File: src/rtl/scl_pacer_pkg.sv
package scl_pacer_pkg;

  typedef enum logic [1:0] {
    PH_IDLE = 2'd0,
    PH_LOW  = 2'd1,
    PH_WAIT = 2'd2,
    PH_HIGH = 2'd3
  } phase_e;

  // A released (1) data bit that reads back low while the clock is high
  // means another controller drove a 0.
  function automatic logic arb_conflict(input logic drive_one,
                                        input logic seen_level,
                                        input logic clock_high);
    return drive_one & ~seen_level & clock_high;
  endfunction

endpackage

File: src/rtl/scl_pacer_sync.sv
module scl_pacer_sync #(
  parameter int STAGES = 2,
  parameter int LINES  = 2
) (
  input  logic             clk,
  input  logic             rst_n,
  input  logic [LINES-1:0] raw,
  output logic [LINES-1:0] level
);

  for (genvar g = 0; g < LINES; g++) begin : g_line
    logic [STAGES-1:0] chain;
    always_ff @(posedge clk or negedge rst_n) begin
      if (!rst_n) chain <= '1;
      else        chain <= (chain << 1) | STAGES'(raw[g]);
    end
    assign level[g] = chain[STAGES-1];
  end

endmodule

File: src/rtl/scl_pacer_edge.sv
module scl_pacer_edge (
  input  logic clk,
  input  logic rst_n,
  input  logic level,
  output logic rise,
  output logic fall
);

  logic prev;

  always_ff @(posedge clk or negedge rst_n) begin
    if (!rst_n) prev <= 1'b1;
    else        prev <= level;
  end

  assign rise = level & ~prev;
  assign fall = ~level & prev;

endmodule

File: src/rtl/scl_pacer_timer.sv
module scl_pacer_timer #(
  parameter int W = 8
) (
  input  logic         clk,
  input  logic         rst_n,
  input  logic         load,
  input  logic [W-1:0] load_val,
  input  logic         dec,
  output logic         expired
);

  logic [W-1:0] cnt;

  always_ff @(posedge clk or negedge rst_n) begin
    if (!rst_n)    cnt <= '0;
    else if (load) cnt <= load_val;
    else if (dec)  cnt <= cnt - W'(1);
  end

  // A reload of 0 behaves as 1.
  assign expired = (cnt <= W'(1));

endmodule

File: src/rtl/scl_pacer.sv
module scl_pacer
  import scl_pacer_pkg::*;
#(
  parameter int CNT_W       = 8,
  parameter int SYNC_STAGES = 2
) (
  input  logic             clk,
  input  logic             rst_n,
  input  logic             run_en,
  input  logic [CNT_W-1:0] low_reload,
  input  logic [CNT_W-1:0] high_reload,
  input  logic             scl_in,
  input  logic             sda_in,
  input  logic             sda_bit,
  output logic             scl_pull,
  output logic             sda_pull,
  output logic             sample_stb,
  output logic             shift_stb,
  output logic             arb_lost
);

  localparam int NLINES  = 2;
  localparam int IDX_SCL = 0;
  localparam int IDX_SDA = 1;

  logic [NLINES-1:0] raw_lines;
  logic [NLINES-1:0] sync_lines;
  logic scl_lvl, sda_lvl, scl_rise, scl_fall;

  assign raw_lines = {sda_in, scl_in};

  scl_pacer_sync #(.STAGES(SYNC_STAGES), .LINES(NLINES)) u_sync (
    .clk   (clk),
    .rst_n (rst_n),
    .raw   (raw_lines),
    .level (sync_lines)
  );

  assign scl_lvl = sync_lines[IDX_SCL];
  assign sda_lvl = sync_lines[IDX_SDA];

  scl_pacer_edge u_edge (
    .clk   (clk),
    .rst_n (rst_n),
    .level (scl_lvl),
    .rise  (scl_rise),
    .fall  (scl_fall)
  );

  phase_e ph, ph_nx;
  logic t_load, t_sel_low, t_dec, t_expired;
  logic [CNT_W-1:0] t_val;
  logic in_high, conflict;

  assign t_val = t_sel_low ? low_reload : high_reload;

  scl_pacer_timer #(.W(CNT_W)) u_tmr (
    .clk      (clk),
    .rst_n    (rst_n),
    .load     (t_load),
    .load_val (t_val),
    .dec      (t_dec),
    .expired  (t_expired)
  );

  assign in_high  = (ph == PH_HIGH);
  assign conflict = arb_conflict(sda_bit, sda_lvl, in_high);

  always_comb begin
    ph_nx     = ph;
    t_load    = 1'b0;
    t_sel_low = 1'b1;
    t_dec     = 1'b0;
    case (ph)
      PH_IDLE: begin
        if (run_en && !arb_lost) begin
          ph_nx  = PH_LOW;
          t_load = 1'b1;
        end
      end
      PH_LOW: begin
        if (t_expired) ph_nx = PH_WAIT;
        else           t_dec = 1'b1;
      end
      PH_WAIT: begin
        if (scl_rise) begin
          ph_nx     = PH_HIGH;
          t_load    = 1'b1;
          t_sel_low = 1'b0;
        end
      end
      PH_HIGH: begin
        if (conflict) begin
          ph_nx = PH_IDLE;
        end else if (scl_fall || t_expired) begin
          if (run_en) begin
            ph_nx  = PH_LOW;
            t_load = 1'b1;
          end else begin
            ph_nx = PH_IDLE;
          end
        end else begin
          t_dec = 1'b1;
        end
      end
      default: ph_nx = PH_IDLE;
    endcase
  end

  always_ff @(posedge clk or negedge rst_n) begin
    if (!rst_n) begin
      ph         <= PH_IDLE;
      arb_lost   <= 1'b0;
      sample_stb <= 1'b0;
      shift_stb  <= 1'b0;
    end else begin
      ph         <= ph_nx;
      arb_lost   <= run_en & (arb_lost | conflict);
      sample_stb <= (ph == PH_WAIT) & scl_rise;
      shift_stb  <= (ph_nx == PH_LOW) & (ph != PH_LOW);
    end
  end

  assign scl_pull = (ph == PH_LOW);
  assign sda_pull = ~sda_bit & ~arb_lost;

endmodule

File: config.mk
export PLATFORM = sky130hd
export DESIGN_NAME = scl_pacer
export DESIGN_NICKNAME = d
export VERILOG_FILES = /design/src/rtl/scl_pacer_pkg.sv /design/src/rtl/scl_pacer_sync.sv /design/src/rtl/scl_pacer_edge.sv /design/src/rtl/scl_pacer_timer.sv /design/src/rtl/scl_pacer.sv
export SDC_FILE = /design/constraint.sdc
export NUM_CORES = 1
export LEC_CHECK = 0
export ABC_AREA = 1
export BUFFER_PORTS_ARGS = -buffer_cell sky130_fd_sc_hd__buf_2
export CAP_MARGIN = 30
export CORE_MARGIN = 4
export CORE_UTILIZATION = 29
export CTS_CLUSTER_SIZE = 14
export DETAILED_ROUTE_END_ITERATION = 8
export PLACE_DENSITY = 0.5
export SLEW_MARGIN = 20
export SYNTH_ARGS = -nofsm -noshare
export SYNTH_HDL_FRONTEND = slang
export SYNTH_SLANG_ARGS = --single-unit
File: constraint.sdc
create_clock -name clk -period 3.8 [get_ports clk]
set_input_delay 0.57 -clock clk [delete_from_list [all_inputs] [get_ports clk]]
set_output_delay 0.57 -clock clk [all_outputs]
set_load 0.02 [all_outputs]
## After elaboration in Yosys (flattened, before gate mapping)

Index checks and enable logic that the tools add are counted.

- Flip-flop bits (word level): 18
- Input port bits: 22
- Output and inout port bits: 5

- $add $sub $neg: 1
- $lt $le $gt $ge: 1
- Equal/unequal tests: 5
- Muxes and demuxes: 22
- Bitwise gates (word level): 16
- Reduce and logical (&&, ||, !) cells: 5

Operator list:

| operator | number |
|---|---|
| 8-bit two-way mux | 3 |
| 1-bit two-way mux | 11 |
| 2-bit two-way mux | 5 |
| 1-bit AND | 8 |
| 8-bit by 1-bit less-or-equal comparator with 1-bit output (second input constant) | 1 |
| 2-bit case mux with 4 select lines | 1 |
| 8-bit by 1-bit subtractor with 8-bit output (second input constant) | 1 |
| 1-bit inverter | 5 |
| 2-bit by 1-bit == test with 1-bit output (second input constant) | 2 |
| 2-bit == test (second input constant) | 2 |
| 2-bit by 1-bit bitwise OR with 2-bit output | 2 |
| 1-bit case mux with 3 select lines | 1 |
| 2-bit zero test | 1 |
| 2-bit by 1-bit != test with 1-bit output (second input constant) | 1 |
| 1-bit case mux with 2 select lines | 1 |
| 2-bit nonzero test | 1 |
| 1-bit logical AND | 1 |
| 1-bit zero test | 1 |
| 1-bit logical OR | 1 |
| 1-bit bitwise OR | 1 |

## Depth between registers and ports, before layout

Gate-level depths: netlist of run 1.

- Depth in word-level cells: 8
- Gate-level depth with buffers: 13

## By module

From an unflattened synthesis of run 1, not the netlist that was laid out.

- Cell total of the unflattened synthesis: 145
- Area, all modules: 1104.8 um^2

By module, submodules not included:

| module | times used | cells each | area each (um^2) | sequential area each (um^2) |
|---|---|---|---|---|
| scl_pacer_timer | 1 | 70 | 544.3 | 200.2 |
| scl_pacer | 1 | 64 | 399.1 | 125.1 |
| scl_pacer_sync | 1 | 6 | 120.1 | 105.1 |
| scl_pacer_edge | 1 | 5 | 41.3 | 26.3 |

## Worst setup path after synthesis of run 1

Ideal clock, no wire load.

- Kind: register to register
- From: register u_tmr.cnt[0]
- To: register u_tmr.cnt[2]
- Library setup time: 116 ps
- Arrival time: 1476 ps
- Path slack: 2208 ps
- Stages on the path, launching flop included: 12
- Path buffers: 0
- Period minus slack after synthesis: 1592 ps
- Path through: dfrtp_1 -> inv_1 -> ha_1 -> nor2_1 -> nor2_2 -> nand2_2 -> nand2_1 -> nand2_4 -> nor2_8 -> inv_2 -> nand2_1 -> nand2_1

- Word-level cells in the longest chain between the ends: 6
- Elaborated cells on any way between the ends: 13
- Those cells by class: add/sub: 1; order compare: 1; mux: 9; reduce/logical: 2

RTL lines:

| what | line | source |
|---|---|---|
| start, declared | scl_pacer_timer.sv:12 | `logic [W-1:0] cnt;` |
| start signal, assigned | scl_pacer_timer.sv:16 | `else if (load) cnt <= load_val;` |
| start signal, assigned | scl_pacer_timer.sv:17 | `else if (dec) cnt <= cnt - W'(1);` |
| 8-bit by 1-bit less-or-equal comparator with 1-bit output | scl_pacer_timer.sv:21 | `assign expired = (cnt <= W'(1));` |
| 1-bit logical OR | scl_pacer.sv:95 | `end else if (scl_fall \|\| t_expired) begin` |
| 1-bit two-way mux | scl_pacer.sv:95 |  |
| 1-bit two-way mux | scl_pacer.sv:93 | `if (conflict) begin` |
| 1-bit case mux with 3 select lines or 1-bit case mux with 2 select lines (tied branches) | scl_pacer.sv:74 | `case (ph)` |
| 8-bit two-way mux or 2-bit nonzero test (tied branches) | n/a |  |

Several ways; a longest one is shown, not always the timed one. The select of a mux whose other input is x is not followed.
A chain may end at the register's enable or synchronous reset.

## Worst setup path in the final report of run 1

Same ends and word-level chain as after synthesis.

==> impl_metrics.env, run 1 <==
export IMPL_cap_violations=0
export IMPL_start_util=0.311
export IMPL_n_fill_cell=396
export IMPL_root_buffer="clkbuf_8"
export IMPL_htree_levels=1
export IMPL_n_antenna_cell=0
export IMPL_antenna_found_initial=0
export IMPL_synthAdderAreaFrac=0.0213
export IMPL_synth_compound_area_share=0.0330
export IMPL_p_per_area_nw_per_um2=750
export IMPL_muxShareOfSynthArea=0
export IMPL_postCtsHoldBufs=0
export IMPL_rows=22
export IMPL_stdcell_count=232
export IMPL_grt_pass1_wl_mm=4.46
export IMPL_tightestPinTransition_ns=0.398
export IMPL_power_leakage_nw=0.759
export IMPL_multi_input_area_um2=638
export IMPL_syn_nets=179
export IMPL_final_cell_mix="nand2_1, buf_2, dfrtp_1"
export IMPL_final_common_cell="nand2_1"
export IMPL_critPathCaptureType="register"
export IMPL_numCtsBuffers=3
export IMPL_die_h_um=71.6
export IMPL_status="completed"
export IMPL_syn_avg_cell_area_um2=7.57
export IMPL_via_per_inst=4.33
export IMPL_crit_top_cell="nand2_1"
export IMPL_hp_class="input port to async pin"
export IMPL_ant_nets=0
export IMPL_cts_buffer_depth=2
export IMPL_clkPwrFrac=0.152
export IMPL_switching_power_mw=0.487
export IMPL_synth_seq_cells=18
export IMPL_synth_top_family_by_area="simple AND/OR/NAND/NOR gates"
export IMPL_finalNetCount=209
export IMPL_cts_tree="yes"
export IMPL_place_ws_ns=2.03
export IMPL_first_global_vias=957
export IMPL_grt_use_total=0.111
export IMPL_pwr_share_comb=0.545
export IMPL_synthSimpleGateAreaFrac=0.467
export IMPL_dpl_hpwl_mm=2.08
export IMPL_insertion_delay_ns=0.25
export IMPL_slew_headroom=0.735
export IMPL_cts_resized=0
export IMPL_cpPeakStageDelay_ns=0.40
export IMPL_die_area_um2=5130
export IMPL_drv_slew=0
export IMPL_dr_pass1_iters=4
export IMPL_syn_inst=155
export IMPL_core_area_um2=3770
export IMPL_path_clk_slew_ns=0.07
export IMPL_drc=0
export IMPL_arrival_ns=1.93
export IMPL_critPathRequiredTime_ns=3.95
export IMPL_hold_ws_ns=0.231
export IMPL_portBuffers=26
export IMPL_cp_start_kind="register"
export IMPL_yosys_warnings=0
export IMPL_io_pins=27
export IMPL_die_w_um=71.6
export IMPL_p_int_mw=0.563
export IMPL_drtIter0Drc=36
export IMPL_synth_seq_area_share=0.389
export IMPL_overflow=0
export IMPL_rsz0062_at_grt="no"
export IMPL_final_util=0.371
export IMPL_place_inst=228
export IMPL_switching_share=0.464
export IMPL_tns_ns=0
export IMPL_path_class="register to register"
export IMPL_place_congestion=0.812
export IMPL_fin_worst_skew_ns=0.00252
export IMPL_cp_max_fo=8
export IMPL_clkSinkCount=18
export IMPL_drive_gt1_frac=0.332
export IMPL_grt_max_degree=19
export IMPL_syn2layout_area_growth_pct=19.2
export IMPL_synth_cell_area_um2=1170
export IMPL_synth_cell_types=27
export IMPL_fmax_ghz=0.562
export IMPL_cpMaxStageDelayCell="dfrtp_1"
export IMPL_vdd_drop_max_mv=0.211
export IMPL_path_cells="inv_1 -> ha_1 -> nor2_1 -> nor2_2 -> nand2_2 -> nand2_1 -> nand2_4 -> nor2_8 -> inv_2 -> nand2_1 -> nand2_1"
export IMPL_ff_latch_area_um2=457
export IMPL_fin_ws_ns=2.02
export IMPL_p_seq_frac=0.303
export IMPL_wl_mm=2.51
export IMPL_period_minus_slack_ns=1.78
export IMPL_setup_viol_count_final=0
export IMPL_synth_xor_area_frac=0.0224
export IMPL_routedWlPerCell_um=10.8
export IMPL_vias=1005
export IMPL_postCtsSetupBuffers=0
export IMPL_hold_viol_final=0
export IMPL_layout_worst_path_cycle_share=0.469
-- worst max-delay path: cells and delay by family (launching register included) --
| kind | cells | cell delay, ns |
|---|---|---|
| buf+inv | 2 | 0.17 |
| fa+ha+maj | 1 | 0.26 |
| flops | 1 | 0.40 |
| simple gates | 8 | 0.84 |
-- synth_stat cells (all sizes together) --
| library cell | number | area [um2] |
|---|---|---|
| o21ai | 2 | 10.0 |
| ha | 2 | 25.0 |
| inv | 15 | 58.8 |
| dfstp | 5 | 131 |
| buf | 1 | 20.0 |
| nand2 | 73 | 323 |
| or2 | 1 | 6.26 |
| o211ai | 1 | 7.51 |
| xor2 | 3 | 26.3 |
| nand3b | 2 | 15.0 |
| nand4 | 1 | 6.26 |
| nor2 | 17 | 104 |
| dfrtp | 13 | 325 |
| nand3 | 14 | 80.1 |
| a21oi | 2 | 13.8 |
| and2 | 1 | 8.76 |
| o21a | 1 | 7.51 |
| nor3 | 1 | 5.00 |
-- flip-flops by register name, summed over array words and instances (netlist names) --
name / cells
arb_lost: 1
shift_stb: 1
sample_stb: 1
u_tmr.cnt: 8
u_sync.g_line.chain: 4
u_edge.prev: 1
ph: 2
-- cell families (layout without fill, tap and decap cells) --
group           Yosys count  count (layout)
flops                    18              18
compound gates            6               6
xor+xnor                  3               3
simple gates            110             110
fa+ha+maj                 2               2
buf+inv                  16              45
-- worst paths after layout --
| path | from | endpoint | slack (ns) | cells past startpoint |
|---|---|---|---|---|
| setup / recovery | u_tmr.cnt[0]$_DFFE_PN0P_ | u_tmr.cnt[2]$_DFFE_PN0P_ | 2.02 | 11 |
| max in group asynchronous | rst_n | u_sync.g_line[1].chain[1]$_DFF_PN1_ | 3.25 | 1 |
| hold / removal | rst_n | sample_stb$_DFF_PN0_ | 0.23 | 1 |
| setup reg to reg | u_tmr.cnt[0]$_DFFE_PN0P_ | u_tmr.cnt[2]$_DFFE_PN0P_ | 2.02 | 11 |
| min in group clk | u_sync.g_line[0].chain[0]$_DFF_PN1_ | u_sync.g_line[0].chain[1]$_DFF_PN1_ | 0.36 | 0 |
| hold reg to reg | u_sync.g_line[0].chain[0]$_DFF_PN1_ | u_sync.g_line[0].chain[1]$_DFF_PN1_ | 0.36 | 0 |
-- layout make-up --
type / instances / share of cell area
flip-flops and latches: 18 / 0.326
repair buffers: 26 / 0.0930
well taps: 48 / 0.0429
clock buffers: 4 / 0.0394
multi-input cells: 121 / 0.456
inverters: 15 / 0.0420
-- per-layer routing --
layer,global-route usage,part of all wire,vias to the layer above,wire [um]
li1,-,-,537,-
met1,0.146,0.48,436,1190
met2,0.168,0.46,28,1150
met3,0.0210,0.045,4,114
met4,0.0647,0.019,0,48
met5,0,0,-,0
-- power by group through the flow --
| stage | Clock (mW) | Sequential (mW) | Combinational [mW] |
|---|---|---|---|
| after floorplan | 0 | 0.315 | 0.479 |
| after global placement | 0 | 0.324 | 0.577 |
| after detailed placement | 0 | 0.324 | 0.578 |
| after CTS | 0.164 | 0.320 | 0.582 |
| after global routing | 0.173 | 0.328 | 0.663 |
| final | 0.159 | 0.318 | 0.572 |
-- stage by stage --
stage,cell area [um2],total power [mW]
after global routing,1400,1.16
after floorplan,1170,0.793
after detailed placement,1340,0.902
after CTS,1400,1.07
final,1400,1.05
after global placement,1340,0.901
No activity file was read; power rests on OpenSTA's default activity.
==> run 2: changes to the inputs <==
--- a/config.mk
+++ b/config.mk
@@ -5,14 +5,14 @@
 export SDC_FILE = /design/constraint.sdc
 export NUM_CORES = 1
 export LEC_CHECK = 0
-export ABC_AREA = 1
+export ABC_AREA = 0
 export BUFFER_PORTS_ARGS = -buffer_cell sky130_fd_sc_hd__buf_2
 export CAP_MARGIN = 30
 export CORE_MARGIN = 4
 export CORE_UTILIZATION = 29
 export CTS_CLUSTER_SIZE = 14
 export DETAILED_ROUTE_END_ITERATION = 8
-export PLACE_DENSITY = 0.5
+export PLACE_DENSITY = 0.51
 export SLEW_MARGIN = 20
 export SYNTH_ARGS = -nofsm -noshare
 export SYNTH_HDL_FRONTEND = slang
==> constraint.sdc (replaced) <==
create_clock -name clk -period 1.9 [get_ports clk]
set_input_delay 0.285 -clock clk [delete_from_list [all_inputs] [get_ports clk]]
set_output_delay 0.285 -clock clk [all_outputs]
set_load 0.02 [all_outputs]
==> run 2 against run 1 <==
Die area down 13%. Hold slack worse by 0.16 ns. Synthesized area down 15%. Register-to-register slack worse by 1.9 ns. Clock power up 53%. Synthesized cell count down 39%. Via count down 17%. Largest cell class unchanged.
==> impl_metrics.env, run 2 <==
export IMPL_reg_top3="u_tmr.cnt: 8 flops, u_sync.g_line.chain: 4 flops, ph: 2 flops"
export IMPL_synth_async_reset_ratio=1.00
export IMPL_regMostFlops="u_tmr.cnt"
export IMPL_final_cell_mix="buf_2, dfrtp_1, nor2b_1"
export IMPL_synth_top_family_by_area="simple AND/OR/NAND/NOR gates"
export IMPL_synth_seq_area_share=0.456
export IMPL_place_ws_ns=0.100
export IMPL_final_common_cell="buf_2"
export IMPL_wl_mm=2.11
export IMPL_arrival_ns=1.96
export IMPL_synth_top_cells_by_count="dfrtp_1, nor2b_1"
export IMPL_layout_worst_path_cycle_share=0.935
export IMPL_core_area_um2=3340
export IMPL_first_global_vias=776
export IMPL_critPathRequiredTime_ns=2.09
export IMPL_start_util=0.300
export IMPL_synth_xor_area_frac=0.0437
export IMPL_hold_viol_final=0
export IMPL_yosys_area_top_type_share=0.325
export IMPL_critPathCaptureType="register"
export IMPL_syn_nets=119
export IMPL_die_w_um=66.8
export IMPL_vias=834
export IMPL_clkSinkCount=18
export IMPL_hp_class="input port to register"
export IMPL_slew_headroom=0.729
export IMPL_ff_latch_area_um2=458
export IMPL_cap_violations=0
export IMPL_synth_compound_area_share=0.171
export IMPL_synth_edf_count=0
export IMPL_syn_inst=95
export IMPL_synth_cell_types=35
export IMPL_multi_input_area_um2=541
export IMPL_synthAdderAreaFrac=0.0250
export IMPL_grt_pass1_wl_mm=3.43
export IMPL_finalNetCount=156
export IMPL_dpl_hpwl_mm=1.61
export IMPL_drive_gt1_frac=0.450
export IMPL_drc=0
export IMPL_tightestPinTransition_ns=0.406
export IMPL_synth_cell_area_um2=1000
export IMPL_setup_viol_count_final=0
export IMPL_portBuffers=26
export IMPL_path_clk_slew_ns=0.11
export IMPL_yosys_warnings=0
export IMPL_crit_buf_inv=1
export IMPL_grt_max_degree=19
export IMPL_synthSimpleGateAreaFrac=0.237
export IMPL_cpPeakStageDelay_ns=0.44
export IMPL_via_per_inst=4.71
export IMPL_die_area_um2=4460
export IMPL_fmax_ghz=0.563
export IMPL_n_antenna_cell=0
export IMPL_fin_ws_ns=0.124
export IMPL_synth_seq_cells=18
export IMPL_place_congestion=0.872
export IMPL_drv_slew=0
export IMPL_status="completed"
export IMPL_largest_register_ffs=8
export IMPL_vdd_drop_max_mv=0.449
export IMPL_syn2layout_area_growth_pct=30.5
export IMPL_path_class="register to register"
export IMPL_cp_max_fo=8
export IMPL_p_per_area_nw_per_um2=1110
export IMPL_grt_use_total=0.104
export IMPL_numCtsBuffers=3
export IMPL_synth_top_cell_by_area="dfrtp_1"
export IMPL_root_buffer="clkbuf_4"
export IMPL_tns_ns=0
export IMPL_yosys_top_cells_area="dfrtp_1, dfstp_2, nor2b_1"
export IMPL_io_pins=27
export IMPL_cp_top_family="compound AO/OA/AOI/OAI gates"
export IMPL_rsz0062_at_grt="no"
export IMPL_synthFlopType="dfrtp_1"
export IMPL_antenna_found_initial=0
export IMPL_power_leakage_nw=0.546
export IMPL_period_minus_slack_ns=1.78
export IMPL_routedWlPerCell_um=11.9
export IMPL_ant_nets=0
export IMPL_rows=21
export IMPL_path_cells="nor4_4 -> a31oi_4 -> o21a_2 -> buf_4 -> a211oi_2 -> a31oi_1"
export IMPL_cts_tree="yes"
export IMPL_syn_avg_cell_area_um2=10.5
export IMPL_htree_levels=1
export IMPL_die_h_um=66.8
export IMPL_overflow=0
export IMPL_insertion_delay_ns=0.30
export IMPL_n_fill_cell=356
export IMPL_muxShareOfSynthArea=0.0300
export IMPL_fin_worst_skew_ns=0.00248
export IMPL_drtIter0Drc=12
export IMPL_dr_pass1_iters=4
export IMPL_yosysMostFrequentCell="dfrtp_1"
export IMPL_cpMaxStageDelayCell="dfrtp_1"
export IMPL_cts_buffer_depth=2
export IMPL_cp_start_kind="register"
==> run 2: timing repair <==
action,4_1_cts,5_1_grt
endpoints found under the setup margin,0,7
hold buffers,1,0
setup buffers,0,2
endpoints found under the hold margin,13,0
gates resized for setup,0,7
==> run 2: per-layer routing <==
| layer | up-vias | global-route usage | wire length (um) |
|---|---|---|---|
| met5 | - | 0 | 0 |
| met3 | 5 | 0.0287 | 96 |
| met2 | 17 | 0.158 | 1000 |
| met1 | 396 | 0.129 | 957 |
| met4 | 0 | 0.0609 | 55 |
| li1 | 416 | - | - |
==> run 2: through the flow <==
| step | util | instances | cell area (um2) | hold WS (ns) | power [mW] |
|---|---|---|---|---|---|
| after floorplan | - | 95 | 1000 | -0.0106 | 0.983 |
| after global placement | 0.363 | 170 | 1210 | 0.238 | 1.13 |
| after detailed placement | 0.363 | 170 | 1210 | 0.248 | 1.14 |
| after CTS | 0.377 | 175 | 1260 | 0.0590 | 1.40 |
| after global routing | 0.392 | 177 | 1310 | 0.0538 | 1.57 |
| final | 0.392 | 177 | 1310 | 0.0709 | 1.46 |
==> run 2: cell type report <==
type,count,share of cell area
Multi-Input combinational cell,70,0.413
Inverter,4,0.0115
Tap cell,46,0.0440
Timing Repair Buffer,35,0.153
Clock buffer,4,0.0278
Sequential cell,18,0.350
==> run 2: cell families (layout without fill, tap and decap cells) <==
group                    after synthesis  in the layout
buffers and inverters                  7             43
AO/OA/AOI/OAI                         23             23
adder cells (fa/ha/maj)                2              2
flip-flops                            18             18
XOR/XNOR                               5              5
multiplexers                           3              3
AND/OR/NAND/NOR                       37             37
==> run 2: where the power goes <==
| group | switching, mW | internal [mW] | leakage [nW] | total (mW) |
|---|---|---|---|---|
| registers | 0.116 | 0.495 | 0.208 | 0.611 |
| logic | 0.301 | 0.303 | 0.317 | 0.603 |
| clock network | 0.126 | 0.117 | 0.0210 | 0.243 |
| total | 0.542 | 0.914 | 0.546 | 1.46 |
==> run 2: worst paths after layout <==
path / from / end / slack (ns) / cells after the start
setup / recovery: u_tmr.cnt[6]$_DFFE_PN0P_ / u_tmr.cnt[7]$_DFFE_PN0P_ / 0.12 / 6
hold / removal: sda_in / u_sync.g_line[1].chain[0]$_DFF_PN1_ / 0.07 / 1
setup reg to reg: u_tmr.cnt[6]$_DFFE_PN0P_ / u_tmr.cnt[7]$_DFFE_PN0P_ / 0.12 / 6
hold reg to reg: u_sync.g_line[1].chain[0]$_DFF_PN1_ / u_sync.g_line[1].chain[1]$_DFF_PN1_ / 0.36 / 0
max in group asynchronous: rst_n / u_sync.g_line[0].chain[0]$_DFF_PN1_ / 1.14 / 2
min in group asynchronous: rst_n / ph[0]$_DFF_PN0_ / 0.44 / 2
==> run 3: changes to the inputs <==
--- a/config.mk
+++ b/config.mk
@@ -6,7 +6,7 @@
 export NUM_CORES = 1
 export LEC_CHECK = 0
 export ABC_AREA = 0
-export BUFFER_PORTS_ARGS = -buffer_cell sky130_fd_sc_hd__buf_2
+export BUFFER_PORTS_ARGS = -buffer_cell sky130_fd_sc_hd__buf_4
 export CAP_MARGIN = 30
 export CORE_MARGIN = 4
 export CORE_UTILIZATION = 29
==> run 3 against run 2 <==
Sequential power rose by 2%. Highest routed layer unchanged. Clock skew grew 0.0041 ns. Non-clock buffer count did not move. Via count is 0.12% higher. Combinational power shrank 4.1%. Fmax shrank 1.4%.
==> impl_metrics.env, run 3 (synthesis gave the netlist of run 2 again) <==
export IMPL_first_global_vias=858
export IMPL_cap_violations=0
export IMPL_drtIter0Drc=15
export IMPL_core_area_um2=3340
export IMPL_hp_class="input port to register"
export IMPL_grt_max_degree=19
export IMPL_wl_mm=2.20
export IMPL_path_class="register to register"
export IMPL_power_leakage_nw=0.566
export IMPL_drv_slew=0
export IMPL_multi_input_area_um2=527
export IMPL_hold_path_depth=1
export IMPL_insertion_delay_ns=0.29
export IMPL_stdcell_count=177
export IMPL_fmax_ghz=0.555
export IMPL_slew_headroom=0.766
export IMPL_r2r_setup_slack_ns=0.1
export IMPL_io_pins=27
export IMPL_clkSinkCount=18
export IMPL_worstReg2RegStart="u_tmr.cnt[0]$_DFFE_PN0P_"
export IMPL_grt_pass1_wl_mm=3.77
export IMPL_hp_start="scl_in"
export IMPL_worstReg2RegEnd="u_tmr.cnt[1]$_DFFE_PN0P_"
export IMPL_ff_latch_area_um2=457
export IMPL_p_total_mw=1.44
export IMPL_ff2ff_path_depth=8
export IMPL_start_util=0.300
export IMPL_place_inst=171
export IMPL_overflow=0
export IMPL_cts_buffer_depth=2
export IMPL_n_antenna_cell=0
export IMPL_fin_ws_ns=0.0983
export IMPL_period_minus_slack_ns=1.80
export IMPL_layout_worst_path_cycle_share=0.948
export IMPL_htree_levels=1
export IMPL_numCtsBuffers=3
export IMPL_vias=835
export IMPL_largest_register_ffs=8
export IMPL_final_common_cell="buf_4"
export IMPL_regMostFlops="u_tmr.cnt"
export IMPL_arrival_ns=1.98
export IMPL_portBuffers=26
export IMPL_antenna_found_initial=0
export IMPL_final_cell_mix="buf_4, dfrtp_1, nor2b_1"
export IMPL_n_fill_cell=334
export IMPL_cp_max_fo=6
export IMPL_rows=21
export IMPL_ant_nets=0
export IMPL_die_area_um2=4460
export IMPL_die_h_um=66.8
export IMPL_drc=0
export IMPL_finalNetCount=156
export IMPL_syn2layout_area_growth_pct=35.5
export IMPL_place_congestion=0.852
export IMPL_p_per_area_nw_per_um2=1060
export IMPL_root_buffer="clkbuf_4"
export IMPL_place_ws_ns=0.0994
export IMPL_reg_top3="u_tmr.cnt: 8 flops, u_sync.g_line.chain: 4 flops, ph: 2 flops"
export IMPL_critPathRequiredTime_ns=2.08
export IMPL_tightestPinTransition_ns=0.348
export IMPL_path_clk_slew_ns=0.11
export IMPL_die_w_um=66.8
export IMPL_routedWlPerCell_um=12.4
export IMPL_fin_worst_skew_ns=0.00662
export IMPL_grt_use_total=0.114
export IMPL_setup_viol_count_final=0
export IMPL_status="completed"
export IMPL_drive_gt1_frac=0.435
export IMPL_worstHoldEndpoint="u_sync.g_line[0].chain[0]$_DFF_PN1_"
export IMPL_dpl_hpwl_mm=1.68
export IMPL_vdd_drop_max_mv=0.419
export IMPL_via_per_inst=4.72
export IMPL_critPathCaptureType="register"
export IMPL_cp_start_kind="register"
export IMPL_cts_tree="yes"
export IMPL_dr_pass1_iters=4
export IMPL_hold_viol_final=0
==> run 3: what timing repair did <==
| action | 4_1_cts | 5_1_grt |
|---|---|---|
| setup buffers | 0 | 1 |
| endpoints found under the hold margin | 13 | 0 |
| hold buffers | 1 | 0 |
| gates resized for setup | 0 | 4 |
| setup endpoints to repair | 0 | 7 |
==> run 3: worst max path at each step <==
stage                             startpoint                  endpoint  slack [ns]  cells past startpoint
global route        u_tmr.cnt[0]$_DFFE_PN0P_  u_tmr.cnt[6]$_DFFE_PN0P_       -0.02                      8
detailed placement  u_tmr.cnt[0]$_DFFE_PN0P_  u_tmr.cnt[7]$_DFFE_PN0P_         0.1                      8
finish              u_tmr.cnt[0]$_DFFE_PN0P_  u_tmr.cnt[1]$_DFFE_PN0P_         0.1                      8
global placement    u_tmr.cnt[3]$_DFFE_PN0P_  u_tmr.cnt[7]$_DFFE_PN0P_        0.13                      6
floorplan           u_tmr.cnt[0]$_DFFE_PN0P_  u_tmr.cnt[7]$_DFFE_PN0P_        0.18                      7
CTS                 u_tmr.cnt[0]$_DFFE_PN0P_  u_tmr.cnt[1]$_DFFE_PN0P_        0.08                      8
==> run 3: worst max-delay path, stage by stage (launching register included) <==
cell     delay, ns
dfrtp_1       0.39
inv_1         0.08
ha_1          0.22
or2_4         0.27
a31oi_2       0.21
o21a_2        0.18
buf_4         0.15
o22a_1        0.13
o21ai_0       0.07
==> run 3: area by class of cell <==
| type | instances | share of cell area |
|---|---|---|
| tap | 46 | 0.0424 |
| clock buffer | 4 | 0.0267 |
| inverter | 4 | 0.0111 |
| timing repair buffer | 35 | 0.195 |
| sequential | 18 | 0.336 |
| multi-input combinational | 70 | 0.388 |
==> run 3: metal layers <==
| metal | up-vias | part of all wire | wire [um] | track usage |
|---|---|---|---|---|
| li1 | 418 | - | - | - |
| met1 | 399 | 0.46 | 1020 | 0.152 |
| met2 | 16 | 0.49 | 1080 | 0.171 |
| met3 | 2 | 0.036 | 79 | 0.0219 |
| met4 | 0 | 0.013 | 28 | 0.0635 |
| met5 | - | 0 | 0 | 0 |
==> run 3: power by group <==
group	total [mW]	internal, mW	switching, mW
Sequential	0.625	0.493	0.132
Clock	0.241	0.117	0.125
Combinational	0.578	0.297	0.282
Total	1.44	0.906	0.538
==> run 3: metrics by stage <==
step | cell area, um2 | TNS (ns) | utilization | hold slack, ns
final | 1360 | 0 | 0.407 | 0.0907
after CTS | 1330 | 0 | 0.399 | 0.0748
after floorplan | 1000 | 0 | - | -0.0106
after detailed placement | 1280 | 0 | 0.385 | 0.171
after global placement | 1280 | 0 | 0.385 | 0.169
after global routing | 1360 | -0.0242 | 0.407 | 0.0630
